--- src/rtl/adc_rd_pkg.sv ---
// Package: shared types for the serial ADC readout controller.
// Holds the sequencer state encoding used by the top module.
package adc_rd_pkg;

    typedef enum logic [2:0] {
        ST_IDLE  = 3'd0,   // chip select high, waiting for start
        ST_CONV  = 3'd1,   // chip select low, waiting for end of conversion
        ST_SHIFT = 3'd2,   // issuing serial clock pulses
        ST_TAIL  = 3'd3,   // final low half period before raising chip select
        ST_DONE  = 3'd4    // chip select high, publishing the result
    } rd_state_t;

endpackage

--- src/rtl/adc_rd_sync.sv ---
// Module: adc_rd_sync
// Multi-stage synchronizer for the asynchronous converter data line.
// Assumes STAGES >= 2. Output lags input by STAGES clock edges.
module adc_rd_sync #(
    parameter int unsigned STAGES = 2
) (
    input  logic clk,
    input  logic rst_n,
    input  logic d_i,
    output logic q_o
);

    logic [STAGES-1:0] pipe_q;

    // Shift the raw level through the flop chain.
    always_ff @(posedge clk) begin
        if (!rst_n) pipe_q <= '0;
        else        pipe_q <= {pipe_q[STAGES-2:0], d_i};
    end

    assign q_o = pipe_q[STAGES-1];

endmodule

--- src/rtl/adc_rd_tick.sv ---
// Module: adc_rd_tick
// Half-period timer for the serial clock. While enabled it asserts tick_o
// once every div_i cycles; while disabled it holds its count at zero.
// Assumes div_i >= 1 (the top module clamps it to at least 2).
module adc_rd_tick #(
    parameter int unsigned DIV_W = 8
) (
    input  logic             clk,
    input  logic             rst_n,
    input  logic             en_i,
    input  logic [DIV_W-1:0] div_i,
    output logic             tick_o
);

    logic [DIV_W-1:0] cnt_q;
    logic             wrap;

    assign wrap   = (cnt_q >= (div_i - DIV_W'(1)));
    assign tick_o = en_i && wrap;

    // Count system clocks within the current half period.
    always_ff @(posedge clk) begin
        if (!rst_n)      cnt_q <= '0;
        else if (!en_i)  cnt_q <= '0;
        else if (wrap)   cnt_q <= '0;
        else             cnt_q <= cnt_q + DIV_W'(1);
    end

endmodule

--- src/rtl/adc_rd_shreg.sv ---
// Module: adc_rd_shreg
// Left-shifting capture register; new bits enter at the LSB so the
// first captured bit ends up as the MSB. clr_i has priority over shift_i.
module adc_rd_shreg #(
    parameter int unsigned WIDTH = 12
) (
    input  logic             clk,
    input  logic             rst_n,
    input  logic             clr_i,
    input  logic             shift_i,
    input  logic             bit_i,
    output logic [WIDTH-1:0] q_o
);

    // Clear at transaction start, shift on each accepted data sample.
    always_ff @(posedge clk) begin
        if (!rst_n)       q_o <= '0;
        else if (clr_i)   q_o <= '0;
        else if (shift_i) q_o <= {q_o[WIDTH-2:0], bit_i};
    end

endmodule

--- src/rtl/adc_rd_ctrl.sv ---
// Module: adc_rd_ctrl
// Host-side sequencer for a three-wire serial ADC. It lowers chip select
// to start a conversion, waits for the data line to go high (end of
// conversion) and then issues 13 or 16 serial clock pulses. It samples data
// at the end of each high phase, raises chip select and publishes the word
// with a one-cycle valid strobe.
// Assumes: sdo_i is asynchronous; the converter updates data after each
// falling clock edge; mode and divider inputs are sampled at start.
module adc_rd_ctrl
    import adc_rd_pkg::*;
#(
    parameter int unsigned DATA_W      = 12,
    parameter int unsigned DIV_W       = 8,
    parameter int unsigned TMO_W       = 16,
    parameter int unsigned SYNC_STAGES = 2
) (
    input  logic              clk,
    input  logic              rst_n,
    input  logic              start_i,
    input  logic              byte_mode_i,
    input  logic [DIV_W-1:0]  div_i,
    input  logic [TMO_W-1:0]  tmo_i,
    input  logic              sdo_i,
    output logic              cs_n_o,
    output logic              sclk_o,
    output logic              busy_o,
    output logic [DATA_W-1:0] result_o,
    output logic              valid_o,
    output logic              err_o
);

    localparam int unsigned MIN_PULSES  = DATA_W + 1;
    localparam int unsigned BYTE_PULSES = ((DATA_W + 1 + 7) / 8) * 8;
    localparam int unsigned CNT_W       = $clog2(BYTE_PULSES + 1);

    rd_state_t         state_q;
    logic [CNT_W-1:0]  pcnt_q;
    logic [TMO_W-1:0]  wait_q;
    logic [DIV_W-1:0]  div_q;
    logic              mode_q;
    logic              sdo_s;
    logic              tick;
    logic              tick_en;
    logic              accept;
    logic              capture;
    logic [CNT_W-1:0]  last_pulse;
    logic [DATA_W-1:0] shreg_q;

    // Data line synchronizer ahead of end-of-conversion test and capture.
    adc_rd_sync #(.STAGES(SYNC_STAGES)) u_sync (
        .clk   (clk),
        .rst_n (rst_n),
        .d_i   (sdo_i),
        .q_o   (sdo_s)
    );

    // Half-period timer, running only while clocking.
    assign tick_en = (state_q == ST_SHIFT) || (state_q == ST_TAIL);

    adc_rd_tick #(.DIV_W(DIV_W)) u_tick (
        .clk    (clk),
        .rst_n  (rst_n),
        .en_i   (tick_en),
        .div_i  (div_q),
        .tick_o (tick)
    );

    // Capture only on falling ticks of pulses 2..DATA_W+1.
    assign accept     = (state_q == ST_IDLE) && start_i;
    assign last_pulse = mode_q ? CNT_W'(BYTE_PULSES - 1) : CNT_W'(MIN_PULSES - 1);
    assign capture    = (state_q == ST_SHIFT) && tick && sclk_o
                        && (pcnt_q >= CNT_W'(1)) && (pcnt_q <= CNT_W'(DATA_W));

    adc_rd_shreg #(.WIDTH(DATA_W)) u_shreg (
        .clk     (clk),
        .rst_n   (rst_n),
        .clr_i   (accept),
        .shift_i (capture),
        .bit_i   (sdo_s),
        .q_o     (shreg_q)
    );

    assign busy_o = (state_q != ST_IDLE);

    // Transaction sequencer: chip select, serial clock, result and strobes.
    always_ff @(posedge clk) begin
        if (!rst_n) begin
            state_q  <= ST_IDLE;
            cs_n_o   <= 1'b1;
            sclk_o   <= 1'b0;
            pcnt_q   <= '0;
            wait_q   <= '0;
            div_q    <= DIV_W'(2);
            mode_q   <= 1'b0;
            result_o <= '0;
            valid_o  <= 1'b0;
            err_o    <= 1'b0;
        end else begin
            valid_o <= 1'b0;
            err_o   <= 1'b0;
            unique case (state_q)
                ST_IDLE: begin
                    if (start_i) begin
                        state_q <= ST_CONV;
                        cs_n_o  <= 1'b0;
                        wait_q  <= '0;
                        mode_q  <= byte_mode_i;
                        div_q   <= (div_i < DIV_W'(2)) ? DIV_W'(2) : div_i;
                    end
                end
                ST_CONV: begin
                    if ((wait_q >= TMO_W'(SYNC_STAGES)) && sdo_s) begin
                        state_q <= ST_SHIFT;
                        pcnt_q  <= '0;
                    end else if (wait_q >= tmo_i) begin
                        state_q <= ST_IDLE;
                        cs_n_o  <= 1'b1;
                        err_o   <= 1'b1;
                    end else begin
                        wait_q <= wait_q + TMO_W'(1);
                    end
                end
                ST_SHIFT: begin
                    if (tick) begin
                        if (!sclk_o) begin
                            sclk_o <= 1'b1;
                        end else begin
                            sclk_o <= 1'b0;
                            pcnt_q <= pcnt_q + CNT_W'(1);
                            if (pcnt_q == last_pulse) state_q <= ST_TAIL;
                        end
                    end
                end
                ST_TAIL: begin
                    if (tick) begin
                        cs_n_o  <= 1'b1;
                        state_q <= ST_DONE;
                    end
                end
                ST_DONE: begin
                    result_o <= shreg_q;
                    valid_o  <= 1'b1;
                    state_q  <= ST_IDLE;
                end
                default: begin
                    state_q <= ST_IDLE;
                    cs_n_o  <= 1'b1;
                    sclk_o  <= 1'b0;
                end
            endcase
        end
    end

endmodule

--- config.mk ---
export PLATFORM = sky130hd
export DESIGN_NAME = adc_rd_ctrl
export DESIGN_NICKNAME = d
export VERILOG_FILES = /design/src/rtl/adc_rd_pkg.sv /design/src/rtl/adc_rd_sync.sv /design/src/rtl/adc_rd_tick.sv /design/src/rtl/adc_rd_shreg.sv /design/src/rtl/adc_rd_ctrl.sv
export SDC_FILE = /design/constraint.sdc
export NUM_CORES = 1
export LEC_CHECK = 0
export BUFFER_PORTS_ARGS = -buffer_cell sky130_fd_sc_hd__buf_2
export CAP_MARGIN = 20
export CELL_PAD_IN_SITES_DETAIL_PLACEMENT = 1
export CELL_PAD_IN_SITES_GLOBAL_PLACEMENT = 1
export CORE_MARGIN = 3
export CORE_UTILIZATION = 35
export DETAILED_ROUTE_END_ITERATION = 6
export GPL_TIMING_DRIVEN = 0
export PLACE_DENSITY_LB_ADDON = 0.25
export SLEW_MARGIN = 20
export SYNTH_ARGS = -nofsm -noshare
export SYNTH_HDL_FRONTEND = slang
export SYNTH_SLANG_ARGS = --single-unit
--- constraint.sdc ---
create_clock -name clk -period 3.7 [get_ports clk]
set_input_delay 0.74 -clock clk [delete_from_list [all_inputs] [get_ports clk]]
set_output_delay 0.74 -clock clk [all_outputs]
set_load 0.02 [all_outputs]
# Yosys cells after proc, flatten, opt, wreduce, memory -nomap -nowiden
# Cells that the tools add are included.
# Widths: inputs -> output; s select.
totals:
  reg_bits: 71
  inputBits: 29
  output_inout_bits: 17
classes:
  n_addsub: 4
  magnitude_cmp: 6
  n_eq_ne: 15
  mux: 28
  bitwise: 5
  reduce_logical: 23
ops:
  columns: ["operator", "count"]
  rows:
  - ["$mux 16", 3]
  - ["$pmux 16 s2", 1]
  - ["$mux 3", 7]
  - ["$add 16x1->16 const B", 1]
  - ["$ge 16x16->1", 1]
  - ["$ge 16x2->1 const B", 1]
  - ["$ne 2x2->1 const B", 8]
  - ["$mux 5", 3]
  - ["$pmux 3 s4", 1]
  - ["$pmux 5 s2", 1]
  - ["$add 8x1->8 const B", 1]
  - ["$ge 8x8->1", 1]
  - ["$lt 8x2->1 const B", 1]
  - ["$mux 1", 8]
  - ["$mux 8", 1]
  - ["$reduce_and 4->1", 2]
  - ["$sub 8x1->8 const B", 1]
  - ["$logic_and 1x1->1", 7]
  - ["$eq 3x2->1 const B", 2]
  - ["$reduce_and 6->1", 1]
  - ["$reduce_or 3->1", 2]
  - ["$add 5x1->5 const B", 1]
  - ["$eq 5x4->1", 1]
  - ["$ge 5x1->1 const B", 1]
  - ["other kinds (17)", 24]

# Longest topological paths before layout
logic_depth:
  word_depth: 7
  ltp_mapped: 13
  ltp_nobuf: 12

# Hierarchy
# From an unflattened synthesis, not the netlist that was laid out.
hier_totals:
  hier_cells: 448
  hier_area_um2: 3796.1
by_module_without_submodules:
  columns: ["module", "instances", "cells_each", "area_per_inst_um2", "seq_area_each_um2"]
  rows:
  - ["adc_rd_ctrl", 1, 335, 2680.1, 980.9]
  - ["adc_rd_tick", 1, 70, 635.6, 160.2]
  - ["adc_rd_shreg", 1, 39, 427.9, 240.2]
  - ["adc_rd_sync", 1, 4, 52.6, 40.0]

# Worst setup path before layout
# Ideal clock, no wire load.
synth_path:
  kind: "in2reg"
  startpoint: "input tmo_i[1]"
  endpoint: "register wait_q[13]"
  t_arrival_ns: 2.610
  t_required_ns: 3.630
  path_slack_ns: 1.020
  cell_stages: 9
  n_path_buf: 1
  cell_sequence: "inv_1 -> ha_1 -> nor2b_1 -> o211a_1 -> o311ai_1 -> nand3_1 -> clkbuf_1 -> or3_1 -> a21oi_1"
synth_via:
  elab_chain_len: 3
synth_rtl:
  columns: ["item", "line_no", "text"]
  rows:
  - ["start, declared", "adc_rd_ctrl.sv:22", "input logic [TMO_W-1:0] tmo_i,"]
  - ["$ge 16x16->1", "adc_rd_ctrl.sv:115", "end else if (wait_q >= tmo_i) begin"]
  - ["$ne 2x2->1 (no line)", null, null]
  - ["$reduce_and 4->1 (no line)", null, null]
  - ["end signal, assigned", "adc_rd_ctrl.sv:120", "wait_q <= wait_q + TMO_W'(1);"]
  - ["end, declared", "adc_rd_ctrl.sv:38", "logic [TMO_W-1:0] wait_q;"]
# Every way passes these cells.
# A chain may end at the register's enable or synchronous reset.

# Final worst setup path
layout_path:
  startpoint: "register div_q[2]"
  endpoint: "register u_shreg.q_o[11]"
layout_via:
  elab_chain_len: 7
layout_rtl:
  columns: ["item", "line_no", "text"]
  rows:
  - ["start, declared", "adc_rd_ctrl.sv:39", "logic [DIV_W-1:0] div_q;"]
  - ["start signal, assigned", "adc_rd_ctrl.sv:108", "div_q <= (div_i < DIV_W'(2)) ? DIV_W'(2) : div_i;"]
  - ["$sub 8x1->8", "adc_rd_tick.sv:18", "assign wrap = (cnt_q >= (div_i - DIV_W'(1)));"]
  - ["$ge 8x8->1", "adc_rd_tick.sv:18", null]
  - ["$logic_and 1x1->1", "adc_rd_tick.sv:19", "assign tick_o = en_i && wrap;"]
  - ["$logic_and 1x1->1 (2 in a row)", "adc_rd_ctrl.sv:71", "assign capture = (state_q == ST_SHIFT) && tick && sclk_o"]
  - ["$logic_and 1x1->1 (2 in a row)", "adc_rd_ctrl.sv:72", "&& (pcnt_q >= CNT_W'(1)) && (pcnt_q <= CNT_W'(DATA_W));"]
  - ["end signal, assigned", "adc_rd_shreg.sv:19", "else if (shift_i) q_o <= {q_o[WIDTH-2:0], bit_i};"]
  - ["end, declared", "adc_rd_shreg.sv:12", "output logic [WIDTH-1:0] q_o"]
# Every way passes these cells.

==> flow_summary.json <==
{
  "core_area_mm2": 0.0104,
  "synth_edf_count": 0,
  "htree_num_levels": 3,
  "setup_viol": 0,
  "syn_area_per_cell_um2": 8.38,
  "synthFlopType": "dfxtp_1",
  "outcome": "finished clean",
  "critPathRequiredTime_ns": 3.93,
  "dp_hpwl_um": 7470,
  "start_util_pct": 36.3,
  "ff_latch_area_mm2": 0.00142,
  "top_usage_layer": "met2",
  "routed-via-count": 3430,
  "async_flop_share_pct": 0,
  "cts_root_buf": "clkbuf_8",
  "vdd_drop_max_mv": 0.249,
  "cts_hold_buf": 0,
  "stdcell_area_mm2": 0.00441,
  "track_usage_pct": 17.4,
  "use_met3_pct": 3.88,
  "dr.pass1.iters": 4,
  "whs_path_depth": 1,
  "io_pins": 46,
  "cp-end-kind": "register",
  "ys_warn_count": 0,
  "dieHeight_um": 110,
  "whs_ns": 0.456,
  "gr-total-overflow": 0,
  "power_density_mw_per_mm2": 371,
  "stdcell_count": 648,
  "via_per_inst": 5.29,
  "synthesis.area_mm2": 0.00378,
  "clock_sinks": 71,
  "gp_congestion": 0.787,
  "synth_cells": 451,
  "wl_per_cell_um": 14.9,
  "fin_skew_ns": 0.0128,
  "synth_fp_nets": 511,
  "path_max_fanout": 10,
  "post_cts_resized": 0,
  "multi_input_area_mm2": 0.00220,
  "worstHoldEndpoint": "u_sync.pipe_q[1]",
  "rsz0062_at_grt": "no",
  "drtIter0Drc": 90,
  "p_total_uw": 1640,
  "hp-class": "reg2reg",
  "maxCapViolCount": 0,
  "clk_path_buf_depth": 2,
  "area_growth_pct": 16.6,
  "placed_area_mm2": 0.00418,
  "finalSetupTns_ns": 0,
  "r2r_slack_ns": 0.62,
  "dieWidth_um": 110,
  "nets": 567,
  "crit_top_cell": "nor2_1",
  "worstSetupStartpoint": "div_q[2]",
  "port_buffers": 45,
  "antenna_found_initial": 0,
  "numCtsBuffers": 9,
  "post_cts_buffers": 0,
  "min_period_ns": 3.08,
  "crit_path_cell_trace": "nor2_1 > nand3_1 > nor4_1 > xnor2_1 > ha_1 > nand4_1 > a21oi_1 > a211oi_1 > nor2_1 > clkbuf_1 > mux2i_1 > nor2_1",
  "grt_use_met2_pct": 29.3,
  "nFillCells": 1283,
  "path_buf_inv": 1,
  "reg2regPathDepth": 12,
  "grt_pass1_vias": 3451,
  "ys_seq_elements": 71,
  "crit_type": "reg2reg",
  "dp_cells": 632,
  "relSlewSlack_pct": 46.5,
  "grt_pass1_wl_um": 16500,
  "grt_use_met1_pct": 21.7,
  "crit_family": "simple AND/OR/NAND/NOR gates",
  "worst_slew_pin_slew_ns": 0.801,
  "cp_slowest_cell": "clkbuf_1",
  "clkTransAtPathRegs_ns": 0.08,
  "drc": 0,
  "r2r-end": "u_shreg.q_o[11]",
  "cts_tree": "yes",
  "ys_seq_area_share_pct": 37.6,
  "period_share_pct": 83.1,
  "worstPathArrival_ns": 3.31,
  "clk_latency_ns": 0.35,
  "drive_above_1_share_pct": 12.7,
  "routed_wirelength_um": 9670,
  "die_area_mm2": 0.0121,
  "ys_types": 46,
  "hold_viol": 0,
  "hold_path_startpoint": "u_sync.pipe_q[0]",
  "ant_nets": 0,
  "grt_max_degree": 13,
  "slew_violations": 0,
  "r2r_start": "div_q[2]",
  "leakagePower_uw": 0.00180,
  "cp_slowest_stage_delay_ns": 0.57,
  "diodes": 0,
  "num_rows": 37,
  "startpoint_type": "register",
  "fmax_mhz": 325
}
-- cell families after synthesis --
logic type | share of synthesized area (%)
buffers and inverters | 4.17
adder cells (fa/ha/maj) | 10.3
multiplexers | 3.71
AO/OA/AOI/OAI | 15.6
XOR/XNOR | 3.24
AND/OR/NAND/NOR | 25.5
flip-flops | 37.6
-- sequential cells by signal, indices dropped and copies added, names as in the netlist, 2 cells and up --
| signal | count |
|---|---|
| state_q | 3 |
| div_q | 8 |
| u_tick.cnt_q | 8 |
| u_sync.pipe_q | 2 |
| wait_q | 16 |
| result_o | 12 |
| u_shreg.q_o | 12 |
| pcnt_q | 5 |
-- worst max path at each step --
| stage | depth (start not counted) | endpoint | slack (ns) |
|---|---|---|---|
| 3_5_place_dp | 10 | wait_q[11] | 0.42 |
| 2_1_floorplan | 9 | wait_q[13] | 1.02 |
| 4_1_cts | 12 | u_shreg.q_o[11] | 0.57 |
| 6_report | 12 | u_shreg.q_o[11] | 0.62 |
| 3_3_place_gp | 10 | wait_q[9] | 0.51 |
| 5_1_grt | 13 | u_shreg.q_o[10] | 0.28 |
-- where the power goes --
group | switching (uW) | internal [uW] | leakage, uW | total [uW]
clock network | 302 | 419 | 0.000113 | 722
registers | 9.05 | 774 | 0.000574 | 784
logic | 77.6 | 53.3 | 0.00111 | 131
-- cells in the mapped netlist (2+ instances only) --
master / n / area [um^2]
or4_4: 2 / 22.5
or3_1: 11 / 68.8
a21oi_1: 22 / 110
ha_1: 31 / 388
nor3b_1: 3 / 22.5
nand2b_1: 3 / 18.8
nand3_1: 20 / 100
a31oi_1: 3 / 18.8
dfxtp_1: 71 / 1420
nand2_1: 62 / 233
nand4_1: 10 / 62.6
mux2i_1: 14 / 140
xnor2_1: 8 / 70.1
and3_1: 9 / 56.3
and2_1: 8 / 50.1
or4_1: 7 / 52.6
nor4_1: 6 / 37.5
o2111ai_1: 2 / 17.5
and4_1: 3 / 26.3
a21boi_0: 21 / 158
nor2_1: 34 / 128
nor2b_1: 4 / 25.0
nor3_1: 6 / 30.0
xor2_1: 6 / 52.6
o21ai_0: 18 / 90.1
clkbuf_1: 17 / 63.8
a211oi_1: 5 / 37.5
inv_1: 25 / 93.8
o31ai_1: 3 / 22.5
-- layout by cell type, fill, tap and decap left out, types with 9 or more instances in the layout --
master    count
nand2_1      62
or3_1        11
inv_1        25
mux2i_1      14
nand4_1      10
and3_1        9
o21ai_0      18
buf_2        45
clkbuf_8     11
nor2_1       34
ha_1         31
clkbuf_1     18
nand3_1      20
a21boi_0     21
dfxtp_1      71
a21oi_1      22
-- through the flow --
step	utilization, %	worst slack [ns]
6_report	42.3	0.624
5_1_grt	42.3	0.276
3_3_place_gp	40.1	0.510
2_1_floorplan	-	1.02
4_1_cts	42.3	0.571
3_5_place_dp	40.1	0.419
-- layer usage --
| layer | vias to the layer above | wire length [um] |
|---|---|---|
| li1 | 1717 | - |
| met1 | 1663 | 4570 |
| met2 | 39 | 4670 |
| met3 | 11 | 268 |
| met4 | 0 | 168 |
| met5 | - | 0 |
-- layout make-up --
| cell class | instances | area share [%] |
|---|---|---|
| Buffer | 17 | 1.45 |
| Multi-Input combinational cell | 338 | 50.0 |
| Clock inverter | 4 | 1.73 |
| Clock buffer | 12 | 3.52 |
| Timing Repair Buffer | 45 | 5.11 |
| Sequential cell | 71 | 32.2 |
| Inverter | 25 | 2.13 |
| Tap cell | 136 | 3.86 |
No activity file was read; power rests on OpenSTA's default activity.
